===== src/rtl/acia_pkg.sv =====
package acia_pkg;
    localparam int ST_RDRF = 0;
    localparam int ST_TDRE = 1;
    localparam int ST_DCD  = 2;
    localparam int ST_CTS  = 3;
    localparam int ST_OVRN = 4;
    localparam int ST_FE   = 5;
    localparam int ST_PE   = 6;
    localparam int ST_IRQ  = 7;
    localparam int STAT_W  = 8;

    localparam logic [1:0] DIV_MRESET   = 2'b11;
    localparam logic [1:0] TXC_RTSL_TIE = 2'b01;
    localparam logic [1:0] TXC_RTSH     = 2'b10;
    localparam int CTL_RIE_BIT  = 7;
    localparam int CTL_TXC_LSB  = 5;
endpackage


===== src/rtl/acia_ctrl_reg.sv =====
module acia_ctrl_reg
    import acia_pkg::*;
#(
    parameter int DATA_W = 8
) (
    input  logic              clk,
    input  logic              rst_n,
    input  logic              ctl_wr,
    input  logic [DATA_W-1:0] wdata,
    output logic              mreset,
    output logic              rie,
    output logic              tie,
    output logic              rts_n
);
    typedef struct packed {
        logic rie;
        logic tie;
        logic rts_n;
    } ctl_t;

    ctl_t ctl_d, ctl_q;
    logic [1:0] txc;

    always_comb begin
        txc    = wdata[CTL_TXC_LSB +: 2];
        mreset = ctl_wr && (wdata[1:0] == DIV_MRESET);
        ctl_d  = ctl_q;
        if (mreset) begin
            ctl_d.rie   = 1'b0;
            ctl_d.tie   = 1'b0;
            ctl_d.rts_n = 1'b1;
        end else if (ctl_wr) begin
            ctl_d.rie   = wdata[CTL_RIE_BIT];
            ctl_d.tie   = (txc == TXC_RTSL_TIE);
            ctl_d.rts_n = (txc == TXC_RTSH);
        end
    end

    always_ff @(posedge clk or negedge rst_n) begin
        if (!rst_n) ctl_q <= '{rie: 1'b0, tie: 1'b0, rts_n: 1'b1};
        else        ctl_q <= ctl_d;
    end

    assign rie   = ctl_q.rie;
    assign tie   = ctl_q.tie;
    assign rts_n = ctl_q.rts_n;
endmodule


===== src/rtl/acia_tx_buf.sv =====
module acia_tx_buf #(
    parameter int DATA_W = 8
) (
    input  logic              clk,
    input  logic              rst_n,
    input  logic              data_wr,
    input  logic [DATA_W-1:0] wdata,
    input  logic              mreset,
    input  logic              cts_act,
    input  logic              tx_ready,
    output logic [DATA_W-1:0] tx_byte,
    output logic              tx_valid,
    output logic              tdre,
    output logic              tx_done
);
    typedef struct packed {
        logic [DATA_W-1:0] buf_b;
        logic              pend;
        logic              tdre;
    } tx_t;

    tx_t tx_d, tx_q;

    always_comb begin
        tx_valid = tx_q.pend && cts_act;
        tx_done  = tx_valid && tx_ready;
        tx_d     = tx_q;
        if (!tx_q.pend) tx_d.tdre = 1'b1;
        if (tx_done)    tx_d.pend = 1'b0;
        if (data_wr) begin
            tx_d.buf_b = wdata;
            tx_d.pend  = 1'b1;
            tx_d.tdre  = 1'b0;
        end
        if (mreset) begin
            tx_d.pend = 1'b0;
            tx_d.tdre = 1'b0;
        end
    end

    always_ff @(posedge clk or negedge rst_n) begin
        if (!rst_n) tx_q <= '0;
        else        tx_q <= tx_d;
    end

    assign tx_byte = tx_q.buf_b;
    assign tdre    = tx_q.tdre;
endmodule


===== src/rtl/acia_rx_stat.sv =====
module acia_rx_stat #(
    parameter int DATA_W = 8
) (
    input  logic              clk,
    input  logic              rst_n,
    input  logic              data_rd,
    input  logic              mreset,
    input  logic              rx_valid,
    input  logic [DATA_W-1:0] rx_byte,
    input  logic              rx_frm_err,
    input  logic              rx_par_err,
    input  logic              cts_n,
    input  logic              dcd_n,
    output logic [DATA_W-1:0] rxb,
    output logic              rdrf,
    output logic              ovrn,
    output logic              fe,
    output logic              pe,
    output logic              dcd_bit,
    output logic              cts_bit,
    output logic              rx_event,
    output logic              dcd_event
);
    typedef struct packed {
        logic [DATA_W-1:0] rxb;
        logic              rdrf;
        logic              ovrn;
        logic              fe;
        logic              pe;
        logic              dcd;
        logic              cts;
        logic              latch;
    } rx_t;

    rx_t rx_d, rx_q;

    always_comb begin
        rx_d      = rx_q;
        rx_event  = rx_valid;
        dcd_event = 1'b0;
        rx_d.cts  = cts_n;

        if (!rx_q.latch) begin
            rx_d.dcd = dcd_n;
            if (dcd_n && !rx_q.dcd) begin
                rx_d.latch = 1'b1;
                dcd_event  = 1'b1;
            end
        end

        if (data_rd) begin
            rx_d.rdrf  = 1'b0;
            rx_d.fe    = 1'b0;
            rx_d.ovrn  = 1'b0;
            rx_d.pe    = 1'b0;
            rx_d.latch = 1'b0;
        end
        if (mreset) begin
            rx_d.rxb   = '0;
            rx_d.rdrf  = 1'b0;
            rx_d.fe    = 1'b0;
            rx_d.ovrn  = 1'b0;
            rx_d.pe    = 1'b0;
            rx_d.latch = 1'b0;
        end
        if (rx_valid) begin
            rx_d.rxb  = rx_byte;
            rx_d.ovrn = rx_q.rdrf;
            rx_d.rdrf = 1'b1;
            rx_d.fe   = rx_frm_err;
            rx_d.pe   = rx_par_err;
        end
    end

    always_ff @(posedge clk or negedge rst_n) begin
        if (!rst_n) begin
            rx_q     <= '0;
            rx_q.dcd <= 1'b1;
            rx_q.cts <= 1'b1;
        end else begin
            rx_q <= rx_d;
        end
    end

    assign rxb     = rx_q.rxb;
    assign rdrf    = rx_q.rdrf;
    assign ovrn    = rx_q.ovrn;
    assign fe      = rx_q.fe;
    assign pe      = rx_q.pe;
    assign dcd_bit = rx_q.dcd;
    assign cts_bit = rx_q.cts;
endmodule


===== src/rtl/acia_irq.sv =====
module acia_irq (
    input  logic clk,
    input  logic rst_n,
    input  logic clr,
    input  logic raise,
    input  logic int_en,
    output logic irq
);
    typedef struct packed {
        logic req;
    } irq_t;

    irq_t irq_d, irq_q;

    always_comb begin
        irq_d = irq_q;
        if (clr)             irq_d.req = 1'b0;
        if (raise && int_en) irq_d.req = 1'b1;
    end

    always_ff @(posedge clk or negedge rst_n) begin
        if (!rst_n) irq_q <= '0;
        else        irq_q <= irq_d;
    end

    assign irq = irq_q.req;
endmodule


===== src/rtl/acia_core.sv =====
module acia_core
    import acia_pkg::*;
#(
    parameter int DATA_W = 8
) (
    input  logic              clk,
    input  logic              rst_n,
    input  logic              cs,
    input  logic              rs,
    input  logic              wr,
    input  logic [DATA_W-1:0] wdata,
    output logic [DATA_W-1:0] rdata,
    input  logic              int_en,
    output logic              irq,
    input  logic              rx_valid,
    input  logic [DATA_W-1:0] rx_byte,
    input  logic              rx_frm_err,
    input  logic              rx_par_err,
    output logic [DATA_W-1:0] tx_byte,
    output logic              tx_valid,
    input  logic              tx_ready,
    input  logic              cts_n,
    input  logic              dcd_n,
    output logic              rts_n
);
    logic ctl_wr, data_wr, data_rd, mreset;
    logic rie, tie, tdre, tx_done;
    logic rdrf, ovrn, fe, pe, dcd_bit, cts_bit, rx_event, dcd_event;
    logic raise, irq_clr;
    logic [DATA_W-1:0] rxb;
    logic [STAT_W-1:0] stat;

    assign ctl_wr  = cs && wr && !rs;
    assign data_wr = cs && wr && rs;
    assign data_rd = cs && !wr && rs;

    acia_ctrl_reg #(.DATA_W(DATA_W)) u_ctl (
        .clk(clk), .rst_n(rst_n), .ctl_wr(ctl_wr), .wdata(wdata),
        .mreset(mreset), .rie(rie), .tie(tie), .rts_n(rts_n)
    );

    acia_tx_buf #(.DATA_W(DATA_W)) u_tx (
        .clk(clk), .rst_n(rst_n), .data_wr(data_wr), .wdata(wdata),
        .mreset(mreset), .cts_act(!cts_bit), .tx_ready(tx_ready),
        .tx_byte(tx_byte), .tx_valid(tx_valid), .tdre(tdre), .tx_done(tx_done)
    );

    acia_rx_stat #(.DATA_W(DATA_W)) u_rx (
        .clk(clk), .rst_n(rst_n), .data_rd(data_rd), .mreset(mreset),
        .rx_valid(rx_valid), .rx_byte(rx_byte), .rx_frm_err(rx_frm_err),
        .rx_par_err(rx_par_err), .cts_n(cts_n), .dcd_n(dcd_n),
        .rxb(rxb), .rdrf(rdrf), .ovrn(ovrn), .fe(fe), .pe(pe),
        .dcd_bit(dcd_bit), .cts_bit(cts_bit),
        .rx_event(rx_event), .dcd_event(dcd_event)
    );

    assign raise   = (rie && (rx_event || dcd_event)) || (tie && tx_done);
    assign irq_clr = data_wr || data_rd || mreset;

    acia_irq u_irq (
        .clk(clk), .rst_n(rst_n), .clr(irq_clr), .raise(raise),
        .int_en(int_en), .irq(irq)
    );

    always_comb begin
        stat          = '0;
        stat[ST_RDRF] = rdrf;
        stat[ST_TDRE] = tdre;
        stat[ST_DCD]  = dcd_bit;
        stat[ST_CTS]  = cts_bit;
        stat[ST_OVRN] = ovrn;
        stat[ST_FE]   = fe;
        stat[ST_PE]   = pe;
        stat[ST_IRQ]  = irq;
        rdata         = '0;
        if (rs) rdata = rxb;
        else    rdata[STAT_W-1:0] = stat;
    end
endmodule


===== config.mk =====
export PLATFORM = sky130hd
export DESIGN_NAME = acia_core
export DESIGN_NICKNAME = d
export VERILOG_FILES = /design/src/rtl/acia_pkg.sv /design/src/rtl/acia_ctrl_reg.sv /design/src/rtl/acia_tx_buf.sv /design/src/rtl/acia_rx_stat.sv /design/src/rtl/acia_irq.sv /design/src/rtl/acia_core.sv
export SDC_FILE = /design/constraint.sdc
export NUM_CORES = 1
export LEC_CHECK = 0
export BUFFER_PORTS_ARGS = -buffer_cell sky130_fd_sc_hd__buf_4
export CORE_UTILIZATION = 52
export CTS_CLUSTER_SIZE = 30
export DETAILED_ROUTE_END_ITERATION = 8
export PLACE_DENSITY = 0.86
export SLEW_MARGIN = 20
export SYNTH_ARGS = -nofsm -noshare
export SYNTH_HDL_FRONTEND = slang
export SYNTH_SLANG_ARGS = --single-unit

===== constraint.sdc =====
create_clock -name clk -period 2.05 [get_ports clk]
set_clock_uncertainty 0.1 [all_clocks]
set_input_delay 0.41 -clock clk [delete_from_list [all_inputs] [get_ports clk]]
set_output_delay 0.41 -clock clk [all_outputs]
set_load 0.005 [all_outputs]

==> reports/qor.csv <==
metric;value;unit
slew_violations;0;
tritoncts;done;
critPathCapture;rdata[2];
reg2reg_slack;0.97;ns
syn_avg_cell_area;12.31;um^2
antenna_cells;0;
utilization;73.20;%
clk_latency;0.32;ns
cts.sinks;29;
grt_pass1_vias;999;
crit_chain;mux2_2 > buf_4;
setup_viol;0;
cts_buffers;5;
drtAntennaViolNets;0;
rsz0062_at_grt;no;
setup_tns;0;ns
power_leakage;0.8107;nW
arrival;1.13;ns
finalCritPeriodShare;80.09;%
grt_pass1_wl;4471;um
route.detailed.drc;0;
drive_above_1_share;44.97;%
worst_hold_startpoint;cts_n;
gp_congestion;0.8566;
crit_slowest_cell;dfrtp_1;
worst_slew_pin_slew;0.3993;ns
async_flop_share;100.0;%
crit_start;u_rx.rxb[2]$_DFFE_PN0P_;
synth_area;0.001318;mm^2
dr.first_iter.drc_count;10;
worstRegToRegCells;3;
synth_area_leaders;dfrtp_1 49%, mux2_2 8.5%, a22o_1 7.3%;
synth_edf_count;0;
fmax;609.1;MHz
drt-pass1-iter-count;4;
cts_htree_levels;2;
ys_seq_elements;29;
antenna_found_initial;0;
multi_input_area;495.5;um^2
clk_root_buffer_cell;clkbuf_4;
yosys_most_used_dff;dfrtp_1;
fin_area;0.001682;mm^2
cp_data_required_time;1.54;ns
synth_top_area_share;49.38;%
dp_hpwl;1954;um
critPathCaptureType;output port;
layout_common_cells;46 x buf_4, 26 x dfrtp_1, 11 x a22o_1, 10 x mux2_2;
fin_nets;177;
critPathKind;flip-flop to output port;
path_max_fanout;2;
synth_fp_nets;135;
period_needed;1.642;ns
slew_headroom;73.20;%
rows;17;
vias;975;
irDropWorstVdd;0.5349;mV
seq_area_frac_synth;55.37;%
clkTransAtPathRegs;0.09;ns
routed_via_density;5.508;
yosys.area.top_type;dfrtp_1;
postPlaceCellArea;0.001617;mm^2
regToRegEndpoint;u_irq.irq$_DFFE_PN0P_;
yosys_warnings;0;
core;0.002297;mm^2
die_area;0.002739;mm^2
regArea;729.5;um^2
hold_viol_final;0;
post_drt_wl_per_cell;15.04;um
die_y;52.34;um
ios;47;
grt_max_degree;30;
grt_overflow_total;0;
r2r_start;u_rx.dcd_bit$_DFFE_PN1N_;
portBuffers;46;
synth_cells;107;
fin_total_pwr;1.380;mW
grt_usage;23.91;%
fill_cells;157;
cp-start-kind;flip-flop;
die_w;52.34;um
initial_core_util;57.35;%
cts_setup_buffers;0;
maxCapViolations;0;
routed_wl;2662;um
final_common_cell;buf_4;
p_per_area;820.5;mW/mm^2
fin_hold_ws;0.09230;ns
clk_path_buf_depth;2;
hold_class;input pin to flip-flop;
outcome;finished, final reports clean;
synth.distinct_cells;28;
syn2layout_area_growth;27.64;%
slowest_delay;0.40;ns
-- registers in the layout, summed over array words and instances (netlist names) --
register,cells
u_ctl.rie,1
u_rx.rx_q,1
u_ctl.rts_n,1
u_rx.fe,1
u_rx.pe,1
u_ctl.tie,1
u_tx.tdre,1
u_rx.dcd_bit,1
u_rx.ovrn,1
u_tx.tx_byte,8
u_rx.rxb,8
u_irq.irq,1
u_rx.cts_bit,1
u_tx.tx_q,1
u_rx.rdrf,1
-- through the flow --
stage | setup WS (ns) | instances
floorplan | 0.6429 | 107
global placement | 0.4625 | 169
detailed placement | 0.4114 | 169
CTS | 0.3943 | 177
global route | 0.3548 | 177
finish | 0.4082 | 177
-- repair_timing --
action	in CTS	in global routing
hold endpoints to repair	26	0
hold buffers	1	0
gates resized for setup	0	0
-- metal layers --
| metal | vias up | global-route usage [%] | routed length (um) |
|---|---|---|---|
| li1 | 458 | - | - |
| met1 | 469 | 28.98 | 1132 |
| met2 | 44 | 38.61 | 1328 |
| met3 | 4 | 7.826 | 182 |
| met4 | 0 | 10.53 | 19 |
| met5 | - | 0 | 0 |
-- worst min path at each step --
stage | endpoint | slack (ns) | cells after the start
global placement | u_tx.tx_byte[3]$_DFFE_PN0P_ | 0.24 | 1
CTS | u_rx.cts_bit$_DFF_PN1_ | 0.08 | 1
floorplan | u_ctl.rie$_DFFE_PN0P_ | 0.01 | 0
finish | u_rx.cts_bit$_DFF_PN1_ | 0.09 | 1
global route | u_rx.cts_bit$_DFF_PN1_ | 0.06 | 1
detailed placement | u_tx.tx_byte[7]$_DFFE_PN0P_ | 0.25 | 1
-- cells in the mapped netlist (2+ instances only) --
cell type and number:
buf_4 9, inv_1 3, nor2_1 2, a21o_1 2, dfrtp_1 26, dfstp_2 3
nand2_1 6, a22o_1 11, o21ai_0 6, mux2_1 6, nor2b_1 6, mux2_2 10
buf_2 2
-- worst max-delay path, delay by kind of cell, from the launching register on --
family | cells | cell delay, ns
multiplexers | 1 | 0.28
flip-flops | 1 | 0.40
buffers and inverters | 1 | 0.13
-- report_power, final --
group          internal [mW]  switching (mW)  total, mW
clock                  0.162           0.185      0.346
sequential             0.668          0.0552      0.723
combinational          0.194           0.116      0.310
-- final cells by class --
cell class	count	area share (%)
Clock buffer	7	3.274
Inverter	3	0.6696
Multi-Input combinational cell	63	29.46
Sequential cell	29	43.38
Tap cell	28	2.083
Timing Repair Buffer	47	21.13
-- cells by family (layout without fill, tap and decap cells) --
kind of cell / after synthesis / after routing / share of synthesized area [%]
mux: 16 / 16 / 13.68
compound gates: 26 / 26 / 14.53
flops: 29 / 29 / 55.37
buf+inv: 15 / 57 / 7.027
simple gates: 21 / 21 / 9.403
No activity file was read; power rests on OpenSTA's default activity.
